### config.mk
export PLATFORM = sky130hd
export DESIGN_NAME = ssm_triangle_gen
export DESIGN_NICKNAME = d
export VERILOG_FILES = /design/src/rtl/ssm_pkg.sv /design/src/rtl/ssm_ctrl.sv /design/src/rtl/ssm_datapath.sv /design/src/rtl/ssm_triangle_gen.sv
export SDC_FILE = /design/constraint.sdc
export NUM_CORES = 1
export LEC_CHECK = 0
export BUFFER_PORTS_ARGS = -buffer_cell sky130_fd_sc_hd__buf_2
export CELL_PAD_IN_SITES_DETAIL_PLACEMENT = 2
export CELL_PAD_IN_SITES_GLOBAL_PLACEMENT = 2
export CORE_MARGIN = 3
export CORE_UTILIZATION = 40
export CTS_CLUSTER_DIAMETER = 30
export DETAILED_ROUTE_END_ITERATION = 12
export GPL_ROUTABILITY_DRIVEN = 0
export PLACE_DENSITY = 0.89
export SLEW_MARGIN = 20
export SYNTH_ARGS = -nofsm -noshare
export SYNTH_HDL_FRONTEND = slang
export SYNTH_SLANG_ARGS = --single-unit
### constraint.sdc
create_clock -name clk -period 13.97 [get_ports clk]
set_clock_uncertainty 0.05 [all_clocks]
set_input_delay 1.397 -clock clk [delete_from_list [all_inputs] [get_ports clk]]
set_output_delay 1.397 -clock clk [all_outputs]
set_load 0.01 [all_outputs]
### src/rtl/ssm_pkg.sv
package ssm_pkg;

  // Fixed denominator of the fractional loop division factor
  localparam int FRAC_DEN = 18432;

  // Strobes from control to datapath
  typedef struct packed {
    logic modActive;
    logic downMode;
  } ssm_ctrl_t;

endpackage

### src/rtl/ssm_ctrl.sv
module ssm_ctrl #(
  parameter int FRAC_W     = 15,
  parameter int STEPNO_W   = 12,
  parameter int STEPSIZE_W = 12,
  localparam int PROD_W    = STEPNO_W + STEPSIZE_W
) (
  input  logic                  clk,
  input  logic                  rst,
  input  logic [FRAC_W-1:0]     fracDiv,
  input  logic [STEPNO_W-1:0]   stepCount,
  input  logic [STEPSIZE_W-1:0] stepSize,
  input  logic                  modBypass,
  input  logic                  downSpread,
  input  logic                  sdmEnable,
  input  logic                  powerDown,
  output ssm_pkg::ssm_ctrl_t    ctrl,
  output logic [STEPNO_W-1:0]   effIdx,
  output logic [PROD_W-1:0]     prodVal,
  output logic                  cfgError
);

  logic [STEPNO_W-1:0]   stepIdx;
  logic                  rising;
  logic [STEPNO_W-1:0]   prevCount;
  logic [STEPSIZE_W-1:0] prevSize;
  logic                  prevDown;
  logic                  cfgBad;
  logic                  restart;
  logic [STEPNO_W-1:0]   nextIdx;
  logic                  nextRising;

  always_comb begin
    prodVal = PROD_W'(stepCount) * PROD_W'(stepSize);
    cfgBad  = (prodVal >= PROD_W'(ssm_pkg::FRAC_DEN)) ||
              (fracDiv >= FRAC_W'(ssm_pkg::FRAC_DEN));
    restart = (stepCount != prevCount) || (stepSize != prevSize) ||
              (downSpread != prevDown);
    effIdx  = restart ? '0 : stepIdx;
    ctrl.modActive = !powerDown && sdmEnable && !modBypass && !cfgBad &&
                     (stepCount != '0);
    ctrl.downMode  = downSpread;
  end

  // Triangle step walk: up to stepCount, back down to zero
  always_comb begin
    nextIdx    = '0;
    nextRising = 1'b1;
    if (ctrl.modActive) begin
      if (restart || rising) begin
        nextIdx    = effIdx + 1'b1;
        nextRising = (nextIdx < stepCount);
      end else begin
        nextIdx    = effIdx - 1'b1;
        nextRising = (nextIdx == '0);
      end
    end
  end

  always_ff @(posedge clk) begin
    if (rst) begin
      stepIdx   <= '0;
      rising    <= 1'b1;
      prevCount <= '0;
      prevSize  <= '0;
      prevDown  <= 1'b0;
      cfgError  <= 1'b0;
    end else begin
      stepIdx   <= nextIdx;
      rising    <= nextRising;
      prevCount <= stepCount;
      prevSize  <= stepSize;
      prevDown  <= downSpread;
      cfgError  <= cfgBad;
    end
  end

  // Index never exceeds the step count unless a restart is pending
  assert_idx_bound_R5: assert property (@(posedge clk) disable iff (rst)
    !restart |-> stepIdx <= stepCount);

  // An inactive edge returns the walk to its start
  assert_idle_restart_R2: assert property (@(posedge clk) disable iff (rst)
    !ctrl.modActive |=> (stepIdx == '0) && rising);

  // Product at or over the denominator is flagged on the next cycle
  assert_flag_product_R3: assert property (@(posedge clk) disable iff (rst)
    (PROD_W'(stepCount) * PROD_W'(stepSize) >= PROD_W'(ssm_pkg::FRAC_DEN)) |=> cfgError);

endmodule

### src/rtl/ssm_datapath.sv
module ssm_datapath #(
  parameter int MFI_W      = 8,
  parameter int FRAC_W     = 15,
  parameter int STEPNO_W   = 12,
  parameter int STEPSIZE_W = 12,
  localparam int PROD_W    = STEPNO_W + STEPSIZE_W,
  localparam int OFF_W     = PROD_W + 2,
  localparam int OUT_W     = MFI_W + 17
) (
  input  logic                    clk,
  input  logic                    rst,
  input  logic [MFI_W-1:0]        intDiv,
  input  logic [FRAC_W-1:0]       fracDiv,
  input  logic [STEPSIZE_W-1:0]   stepSize,
  input  ssm_pkg::ssm_ctrl_t      ctrl,
  input  logic [STEPNO_W-1:0]     effIdx,
  input  logic [PROD_W-1:0]       prodVal,
  output logic signed [OUT_W-1:0] divValue
);

  logic signed [OUT_W-1:0] nominalVal;
  logic [PROD_W-1:0]       kProd;
  logic signed [OFF_W-1:0] halfS;
  logic signed [OFF_W-1:0] prodS;
  logic signed [OFF_W-1:0] rampS;
  logic signed [OFF_W-1:0] offset;
  logic signed [OUT_W-1:0] divNext;

  always_comb begin
    nominalVal = OUT_W'(intDiv) * OUT_W'(ssm_pkg::FRAC_DEN) + OUT_W'(fracDiv);
    kProd      = PROD_W'(effIdx) * PROD_W'(stepSize);
    halfS      = $signed(OFF_W'(prodVal >> 1));
    prodS      = $signed(OFF_W'(prodVal));
    rampS      = $signed(OFF_W'(kProd));
  end

  // Offset shape chosen by the spread mode
  always_comb begin
    if (ctrl.downMode) begin
      offset = rampS - prodS;
    end else if (rampS - halfS > halfS) begin
      offset = halfS;
    end else begin
      offset = rampS - halfS;
    end
  end

  always_comb begin
    divNext = ctrl.modActive ? nominalVal + OUT_W'(offset) : nominalVal;
  end

  always_ff @(posedge clk) begin
    if (rst) divValue <= '0;
    else     divValue <= divNext;
  end

  assert_nominal_idle_R1: assert property (@(posedge clk) disable iff (rst)
    !ctrl.modActive |=> divValue == $past(nominalVal));

  assert_centre_band_R4: assert property (@(posedge clk) disable iff (rst)
    (ctrl.modActive && !ctrl.downMode) |-> (offset <= halfS) && (offset >= -halfS));

  assert_down_band_R6: assert property (@(posedge clk) disable iff (rst)
    (ctrl.modActive && ctrl.downMode) |-> (offset <= 0) && (offset >= -prodS));

endmodule

### src/rtl/ssm_triangle_gen.sv
module ssm_triangle_gen #(
  parameter int MFI_W      = 8,
  parameter int FRAC_W     = 15,
  parameter int STEPNO_W   = 12,
  parameter int STEPSIZE_W = 12,
  localparam int PROD_W    = STEPNO_W + STEPSIZE_W,
  localparam int OUT_W     = MFI_W + 17
) (
  input  logic                    clk,
  input  logic                    rst,
  input  logic [MFI_W-1:0]        intDiv,
  input  logic [FRAC_W-1:0]       fracDiv,
  input  logic [STEPNO_W-1:0]     stepCount,
  input  logic [STEPSIZE_W-1:0]   stepSize,
  input  logic                    modBypass,
  input  logic                    downSpread,
  input  logic                    sdmEnable,
  input  logic                    powerDown,
  output logic signed [OUT_W-1:0] divValue,
  output logic                    cfgError
);

  ssm_pkg::ssm_ctrl_t  ctrl;
  logic [STEPNO_W-1:0] effIdx;
  logic [PROD_W-1:0]   prodVal;

  ssm_ctrl #(
    .FRAC_W(FRAC_W), .STEPNO_W(STEPNO_W), .STEPSIZE_W(STEPSIZE_W)
  ) u_ctrl (
    .clk(clk), .rst(rst), .fracDiv(fracDiv), .stepCount(stepCount),
    .stepSize(stepSize), .modBypass(modBypass), .downSpread(downSpread),
    .sdmEnable(sdmEnable), .powerDown(powerDown), .ctrl(ctrl),
    .effIdx(effIdx), .prodVal(prodVal), .cfgError(cfgError)
  );

  ssm_datapath #(
    .MFI_W(MFI_W), .FRAC_W(FRAC_W), .STEPNO_W(STEPNO_W), .STEPSIZE_W(STEPSIZE_W)
  ) u_dp (
    .clk(clk), .rst(rst), .intDiv(intDiv), .fracDiv(fracDiv),
    .stepSize(stepSize), .ctrl(ctrl), .effIdx(effIdx), .prodVal(prodVal),
    .divValue(divValue)
  );

endmodule

==> results.txt, run 1 <==
Crit path arrival time = 15.02 ns
Num CTS Buffers = 9
vias in the first global route = 20300
Max Cap Viol = 0
status = complete, but fails checks
synth top area cells = fa_1, ha_1, dfxtp_1
drt pass-1 iters = 6
Post-Route WL = 94.5 mm
hold buffers post-CTS = 0
placed cell count = 2757
GRT Overall Usage = 34.6%
Area Overhead vs Synth = 10.1%
initial antenna violation count = 2
NumNets Final = 2714
Core Region = 42600 um^2
RR Startpoint = u_ctrl.prevCount[0]
Seq cells post-synth = 64
critical path endpoint = u_dp.divValue[16]
layout cells sized above 1 = 10.4%
Synth area leader = fa_1
CTS H-tree lvls = 3
top_reg_cell synth = dfxtp_1
post-layout min period = 14.75 ns
buffers and inverters on the worst path = 8
family with the most delay on the worst path = adder cells
Crit-path slowest cell = fa_1
initial core utilization = 41.1%
Mapped Cells = 2155
Worst-Skew Late Latency = 0.40 ns
Required @ worst endpoint = 14.24 ns
clk slew on worst S/H paths = 0.06 ns
r2r endpoint = u_dp.divValue[16]
FFs w/ async S/R, synth = 0%
DP Area = 18500 um^2
Root Driver = clkbuf_16
Slew Limit Headroom = 17.7%
chip height = 215 um
Worst Setup Start Kind = input port
Cell variety after synth = 79
GRT overflow = 0
Worst Setup Slack, final = -0.784 ns
final hold violations = 0
Avg Inst Size Synth = 8.12 um^2
worst slew pin tran = 1.23 ns
mapped cell area = 17500 um^2
CP Class = input port to register
part of the Yosys area used for sequential elements = 7.33%
Layout Cells excl Fill = 2790
port bufs = 78
Worst Setup SP = stepCount[0]
first-pass GRT wire length = 123 mm
clk buf depth = 2
Min-Delay Path Class = register to register
CP max stage delay = 0.69 ns
DRC viols = 0
Worst Path Max Fanout = 16
drt initial violations = 1474
WP depth = 53
Setup WS pre-CTS = -0.740 ns
Hold Path Cell Cnt = 2
count of final setup violators = 13
count of pins over their slew limit = 0
most used cell along the critical path = fa_1
DIE WIDTH = 215 um
share of the synthesized area in the top cell type = 23.5%
crit end category = register
Post-synth EDFFs = 0
fmax = 67.8 MHz
Clock Sinks = 64
cell area after layout = 19300 um^2
FF-to-FF setup slack = 0.06 ns
antenna-violating nets left = 0
TritonCTS clock tree = yes
total die area = 46300 um^2
Post-Syn Nets = 2663
Final Util = 45.2%
routed vias/inst = 6.48
Yosys warning count = 0
failing checks = setup timing
worst r2r path cells = 52
largest net degree at the start of global routing = 65
vias after detailed routing = 18100
I/O Pins = 79
fin crit share = 106%
routed length per instance = 33.9 um
dpl hpwl = 62.9 mm
Rows = 75
## cell families (layout without fill, tap and decap cells)
logic type                 count (synthesis)  count (layout)  synth area share [%]
AOI/OAI and AO/OA                        375             375                  14.4
DFF                                       64              64                  7.33
and+or+nand+nor                          678             678                  18.8
adders and majority gates                455             455                  41.4
xor gates and xnor gates                 148             148                  7.45
other                                      1               4                0.0214
buffers and inverters                    403             458                  8.86
muxes                                     31              31                  1.80
## cells in the mapped netlist (4+ instances only)
| master | n |
|---|---|
| xnor2_1 | 104 |
| nor3b_1 | 6 |
| a31oi_1 | 14 |
| o22ai_1 | 9 |
| xor2_1 | 43 |
| nand4_1 | 19 |
| fa_1 | 205 |
| o211ai_1 | 11 |
| or3_1 | 7 |
| nor2_1 | 114 |
| nor2b_1 | 25 |
| a22o_1 | 4 |
| dfxtp_1 | 64 |
| a21oi_1 | 105 |
| inv_1 | 301 |
| nor4_1 | 6 |
| o31ai_1 | 7 |
| a21boi_0 | 5 |
| and3_1 | 26 |
| buf_2 | 5 |
| and2_1 | 112 |
| buf_6 | 4 |
| mux2_2 | 4 |
| a211o_1 | 6 |
| ha_1 | 250 |
| o21ai_0 | 51 |
| a31o_2 | 5 |
| o21bai_1 | 15 |
| nand2b_1 | 24 |
| a211oi_1 | 14 |
| nor3_1 | 36 |
| o21a_1 | 16 |
| mux2i_1 | 27 |
| nand3_1 | 27 |
| a2111oi_0 | 6 |
| nand2_1 | 257 |
| o31a_1 | 4 |
| clkbuf_1 | 90 |
| a22oi_1 | 5 |
| a21o_1 | 57 |
## final cells by class
type / instances / area [um^2]
Inverter: 302 / 1130
Clock buffer: 11 / 243
Antenna cell: 3 / 7.51
Fill cell: 4806 / 23400
Clock inverter: 4 / 53.8
Tap cell: 577 / 722
Multi-Input combinational cell: 1688 / 14900
Sequential cell: 64 / 1280
Timing Repair Buffer: 141 / 888
## per-layer routing
metal | global-route usage [%] | wire length, um | vias up
met5 | 0 | 0 | -
met4 | 24.3 | 10800 | 0
met3 | 6.82 | 6610 | 647
met2 | 64.0 | 46000 | 1163
met1 | 34.8 | 31000 | 9069
li1 | - | - | 7210
## registers in the layout, indices dropped and copies added (netlist names)
signal            flops
u_ctrl.stepIdx       12
u_ctrl.prevCount     12
u_ctrl.prevSize      12
u_ctrl.cfgError       1
u_dp.divValue        25
u_ctrl.rising         1
u_ctrl.prevDown       1
## repair_timing
item	4_1_cts	5_1_grt
pin swaps	0	16
endpoints found under the setup margin	11	13
gates cloned	0	1
setup buffers	0	14
gates resized for setup	28	53
## placed cells by master, fill, tap and decap left out, drive strengths merged, types with 7 or more instances in the layout
master and count:
nand3 27, a31oi 14, nor2 114, nand2b 24, and3 26, nor3 36
xor2 44, and2 112, ha 250, o21ai 53, inv 302, nor2b 25
dfxtp 64, a211oi 16, buf 138, xnor2 104, o31ai 7, clkbuf 14
nand2 258, fa 205, o211ai 11, a21oi 108, o21bai 15, o22ai 9
mux2i 27, o21a 16, a21o 57, or3 7, nand4 19, nor4 8
## through the flow
step	TNS, ns	hold slack (ns)
after floorplan	0	0.511
after global placement	0	0.545
after detailed placement	-4.60	0.611
after CTS	0	0.624
after global routing	-7.71	0.669
final	-5.07	0.662
## worst min-delay path, cell delays in order (launching register included)
cell       delay (ns)
dfxtp_1          0.36
xnor2_1          0.18
a2111oi_0        0.11
## worst min path at each step
stage	from	endpoint	slack [ns]
2_1_floorplan	u_ctrl.stepIdx[11]	u_ctrl.stepIdx[11]	0.51
6_report	u_ctrl.stepIdx[11]	u_ctrl.stepIdx[11]	0.66
3_3_place_gp	u_ctrl.stepIdx[11]	u_ctrl.stepIdx[11]	0.54
4_1_cts	u_ctrl.stepIdx[11]	u_ctrl.stepIdx[11]	0.62
3_5_place_dp	u_ctrl.stepIdx[11]	u_ctrl.stepIdx[11]	0.61
5_1_grt	u_ctrl.stepIdx[11]	u_ctrl.stepIdx[11]	0.67
Power of run 1 is left out: the tool's default activity adds up to more than one toggle a clock period on the data nets, which glitch-free logic cannot reach.
==> run 2: changes to the inputs <==
--- a/config.mk
+++ b/config.mk
@@ -13,7 +13,7 @@
 export CTS_CLUSTER_DIAMETER = 30
 export DETAILED_ROUTE_END_ITERATION = 12
 export GPL_ROUTABILITY_DRIVEN = 0
-export PLACE_DENSITY = 0.89
+export PLACE_DENSITY_LB_ADDON = 0.1
 export SLEW_MARGIN = 20
 export SYNTH_ARGS = -nofsm -noshare
 export SYNTH_HDL_FRONTEND = slang
==> constraint.sdc (replaced) <==
create_clock -name clk -period 16.8 [get_ports clk]
set_clock_uncertainty 0.05 [all_clocks]
set_input_delay 1.68 -clock clk [delete_from_list [all_inputs] [get_ports clk]]
set_output_delay 1.68 -clock clk [all_outputs]
set_load 0.01 [all_outputs]
==> run 2 against run 1 <==
Net effect: the flow now finishes without violations; die area unchanged; non-clock buffer count down 48; first-iteration DRC count down 47%; core utilization down 1.5 points; design area down 3.4%; worst hold slack worse by 0.036 ns; register-to-register slack better by 2.8 ns; global-route usage down 6.8 points; via count down 15%; critical path type unchanged; critical endpoint unchanged.
==> results.txt, run 2 (synthesis results as in run 1) <==
fin crit share = 92.0%
RSZ-0062 raised after global routing = false
first-pass GRT wire length = 101 mm
Post-Route WL = 63.7 mm
fmax = 64.7 MHz
I/O Pins = 79
fillcell total = 4929
Worst Setup Start Kind = input port
GRT Overall Usage = 27.9%
ant diodes = 0
DIE WIDTH = 215 um
Largest Register = u_dp.divValue
layout cells sized above 1 = 6.24%
initial core utilization = 41.1%
Min-Delay Path Class = register to register
Worst-Skew Late Latency = 0.39 ns
drt pass-1 iters = 7
vias in the first global route = 17600
Root Driver = clkbuf_16
worst slew pin tran = 0.895 ns
drt initial violations = 781
Required @ worst endpoint = 17.05 ns
crit end category = register
total die area = 46300 um^2
DRC viols = 0
NumNets Final = 2666
post-layout min period = 15.46 ns
most frequent cells in the layout = inv_1, nand2_1, ha_1, fa_1, nor2_1
CTS H-tree lvls = 3
Crit path arrival time = 15.71 ns
chip height = 215 um
Num CTS Buffers = 9
buffer count from post-CTS setup fixing = 0
number of flip-flops in the largest register = 25
routed length per instance = 23.3 um
largest net degree at the start of global routing = 65
WHS = 0.626 ns
hold buffers post-CTS = 0
commonest non-fill, non-tap cell in the layout = inv_1
final hold violations = 0
CTS resizes = 0
CP Class = input port to register
dpl hpwl = 51.6 mm
TritonCTS clock tree = yes
routed vias/inst = 5.61
Setup TNS = 0 ns
Worst Path Max Fanout = 26
antenna-violating nets left = 0
GRT overflow = 0
Crit-path slowest cell = nor4_4
clk slew on worst S/H paths = 0.05 ns
vias after detailed routing = 15400
Area Overhead vs Synth = 6.36%
port bufs = 78
Max Cap Viol = 0
Rows = 75
clk buf depth = 2
CP max stage delay = 0.75 ns
initial antenna violation count = 0
status = completed
count of pins over their slew limit = 0
count of final setup violators = 0
Core Region = 42600 um^2
Clock Sinks = 64
Slew Limit Headroom = 40.3%
-- run 2: cell types whose count changed in the layout (fill, tap and decap cells not counted), sizes merged --
cell    previous run  this run
buf              138        93
clkbuf            14        10
clkinv             1         4
diode              3         0
inv              302       301
-- run 2: final cells by class --
class                           count  area (um^2)  share of cell area [%]
Clock buffer                       10          229                    1.23
Clock inverter                      6         60.1                   0.323
Inverter                          302         1130                    6.09
Multi-Input combinational cell   1688        14700                    78.9
Sequential cell                    64         1280                    6.89
Tap cell                          577          722                    3.88
Timing Repair Buffer               93          503                    2.70
-- run 2: per-layer routing --
| metal | part of all wire [%] | vias up | global-route usage (%) |
|---|---|---|---|
| li1 | - | 7099 | - |
| met1 | 44 | 7898 | 35.4 |
| met2 | 50 | 298 | 49.5 |
| met3 | 3.4 | 85 | 3.25 |
| met4 | 3.0 | 0 | 8.79 |
| met5 | 0 | - | 0 |
-- run 2: per-stage QoR --
step	cells	util, %	instance area (um^2)	setup WS [ns]
4_1_cts	2740	43.6	18600	1.09
3_3_place_gp	2724	43.0	18300	1.34
3_5_place_dp	2724	43.0	18300	0.830
2_1_floorplan	2155	-	17500	3.82
5_1_grt	2740	43.7	18600	0.435
6_report	2740	43.7	18600	1.34
-- run 2: worst paths after layout --
kind	slack [ns]	depth (start not counted)	from	to
setup reg to reg	2.88	52	u_ctrl.prevSize[5]	u_dp.divValue[16]
hold reg to reg	0.63	2	u_ctrl.stepIdx[11]	u_ctrl.stepIdx[11]
hold / removal	0.63	2	u_ctrl.stepIdx[11]	u_ctrl.stepIdx[11]
setup / recovery	1.34	53	stepSize[3]	u_dp.divValue[16]
-- run 2: critical path: cells and delay by family --
kind / cells / cell delay (ns)
xor+xnor: 2 / 0.58
simple gates: 12 / 3.29
buf+inv: 5 / 0.82
fa+ha+maj: 10 / 3.98
compound gates: 24 / 5.33
Power of run 2 is left out for the same reason.
==> run 3: changes to the inputs <==
--- a/config.mk
+++ b/config.mk
@@ -5,11 +5,12 @@
 export SDC_FILE = /design/constraint.sdc
 export NUM_CORES = 1
 export LEC_CHECK = 0
-export BUFFER_PORTS_ARGS = -buffer_cell sky130_fd_sc_hd__buf_2
+export ABC_AREA = 1
+export BUFFER_PORTS_ARGS = -buffer_cell sky130_fd_sc_hd__clkbuf_2
 export CELL_PAD_IN_SITES_DETAIL_PLACEMENT = 2
 export CELL_PAD_IN_SITES_GLOBAL_PLACEMENT = 2
 export CORE_MARGIN = 3
-export CORE_UTILIZATION = 40
+export CORE_UTILIZATION = 37
 export CTS_CLUSTER_DIAMETER = 30
 export DETAILED_ROUTE_END_ITERATION = 12
 export GPL_ROUTABILITY_DRIVEN = 0
==> run 3 against run 2 <==
Net effect: clock-buffer cell count rose by 1; critical path depth rose by 10; sequential share of layout area fell by 0.41 points; register-to-register slack improved by 0.54 ns; synthesized cell count rose by 27%; critical path type unchanged.
==> results.txt, run 3 <==
number of flip-flops in the largest register = 25
hold buffers post-CTS = 0
Crit path arrival time = 15.28 ns
Max Cap Viol = 0
largest net degree at the start of global routing = 35
Largest Register = u_dp.divValue
Clock Sinks = 64
count of final setup violators = 0
met1 usage = 35.0%
Slew Limit Headroom = 18.6%
Synth area leader = fa_1
Avg Inst Size Synth = 6.75 um^2
Required @ worst endpoint = 17.01 ns
Root Driver = clkbuf_16
first-pass GRT wire length = 120 mm
Post-Route WL = 75.9 mm
routed vias/inst = 5.39
buffers and inverters on the worst path = 10
Area Overhead vs Synth = 6.75%
Yosys warning count = 0
total die area = 52800 um^2
port bufs = 78
clk slew on worst S/H paths = 0.06 ns
count of pins over their slew limit = 0
top_reg_cell synth = dfxtp_1
buffer count from post-CTS setup fixing = 0
Seq cells post-synth = 64
DRC viols = 0
Worst-Skew Late Latency = 0.37 ns
chip height = 230 um
synth top area cells = fa_1, ha_1, nand2_1
Worst Path Max Fanout = 26
routed length per instance = 22.1 um
GRT overflow = 0
fin crit share = 89.7%
RSZ-0062 raised after global routing = false
most common cell in the netlist = nand2_1
CP max stage delay = 0.61 ns
status = completed
CTS H-tree lvls = 3
Post-Syn Nets = 3252
layout cells sized above 1 = 5.05%
synth cell count leaders = nand2_1, inv_1, nor2_1
Core Region = 49200 um^2
most used cell along the critical path = nand2_1
M3 GR Usage = 2.65%
GRT Overall Usage = 29.1%
Rows = 81
FF-to-FF setup slack = 3.42 ns
CP Class = input port to register
Post-synth EDFFs = 0
vias after detailed routing = 18500
crit end category = register
Crit-path slowest cell = nand2_1
worst slew pin tran = 1.21 ns
final hold violations = 0
dpl hpwl = 64.4 mm
vias in the first global route = 21500
ant diodes = 0
Setup TNS = 0 ns
TritonCTS clock tree = yes
mapped cell area = 18500 um^2
DIE WIDTH = 230 um
NumNets Final = 3274
Min-Delay Path Class = register to register
I/O Pins = 79
post-layout min period = 15.08 ns
Num CTS Buffers = 9
drt pass-1 iters = 5
initial core utilization = 37.7%
antenna-violating nets left = 0
share of the synthesized area in the top cell type = 22.2%
CTS resizes = 0
part of the Yosys area used for sequential elements = 6.92%
Worst Setup Start Kind = input port
initial antenna violation count = 0
fmax = 66.3 MHz
met2 usage = 53.5%
Mapped Cells = 2744
commonest non-fill, non-tap cell in the layout = nand2_1
busiest layer in global routing = met2
FFs w/ async S/R, synth = 0%
drt initial violations = 814
most frequent cells in the layout = nand2_1, inv_1, nor2_1, ha_1, fa_1
family with the most delay on the worst path = simple AND/OR/NAND/NOR gates
fillcell total = 6032
clk buf depth = 2
Cell variety after synth = 54
run 3: cell types whose count changed after synthesis, moves of 48 or more:
cell / delta
and2_1: -111
inv_1: +239
xnor2_1: -64
nand3_1: +72
nand2_1: +423
a21oi_1: +74
a21o_1: -48
nor2_1: +144
run 3: cell type report:
class                           count  area [um^2]  area share [%]
Timing Repair Buffer               85          443            2.24
Inverter                          551         2070            10.5
Multi-Input combinational cell   2055        14800            75.0
Clock buffer                       11          233            1.18
Clock inverter                      5         81.3           0.411
Sequential cell                    64         1280            6.48
Tap cell                          664          831            4.20
run 3: cells by family (layout without fill, tap and decap cells):
family | Yosys count | in the layout | synth area share [%]
flops | 64 | 64 | 6.92
mux | 1 | 1 | 0.0540
other cells | 1 | 1 | 0.0202
simple gates | 1147 | 1147 | 25.6
fa+ha+maj | 455 | 455 | 39.0
xor+xnor | 103 | 103 | 4.91
compound gates | 348 | 348 | 10.4
buf+inv | 625 | 652 | 13.1
run 3: worst paths after layout:
| path | startpoint | end | cells after the start |
|---|---|---|---|
| hold reg to reg | u_ctrl.rising | u_ctrl.stepIdx[10] | 3 |
| setup reg to reg | u_ctrl.prevSize[7] | u_dp.divValue[15] | 62 |
| hold / removal | u_ctrl.rising | u_ctrl.stepIdx[10] | 3 |
| setup / recovery | downSpread | u_dp.divValue[15] | 63 |
run 3: per-layer routing:
metal / vias to the layer above / routed length (um)
met1: 9438 / 32100
met3: 132 / 1940
met5: - / 0
met4: 0 / 3120
met2: 350 / 38700
li1: 8583 / -
run 3: worst min-delay path: cells and delay by family (launching register included):
family,cells,cell delay [ns]
flops,1,0.34
compound gates,1,0.05
simple gates,2,0.23
run 3: per-stage QoR:
stage,area [um^2],util (%),hold WS (ns),setup WS (ns),instances
detailed placement,19500,39.6,0.568,1.56,3419
global route,19800,40.2,0.636,0.705,3435
CTS,19800,40.2,0.615,1.91,3435
finish,19800,40.2,0.617,1.72,3435
floorplan,18500,-,0.492,5.31,2744
global placement,19500,39.6,0.585,1.93,3419
Power of run 3 is left out for the same reason.
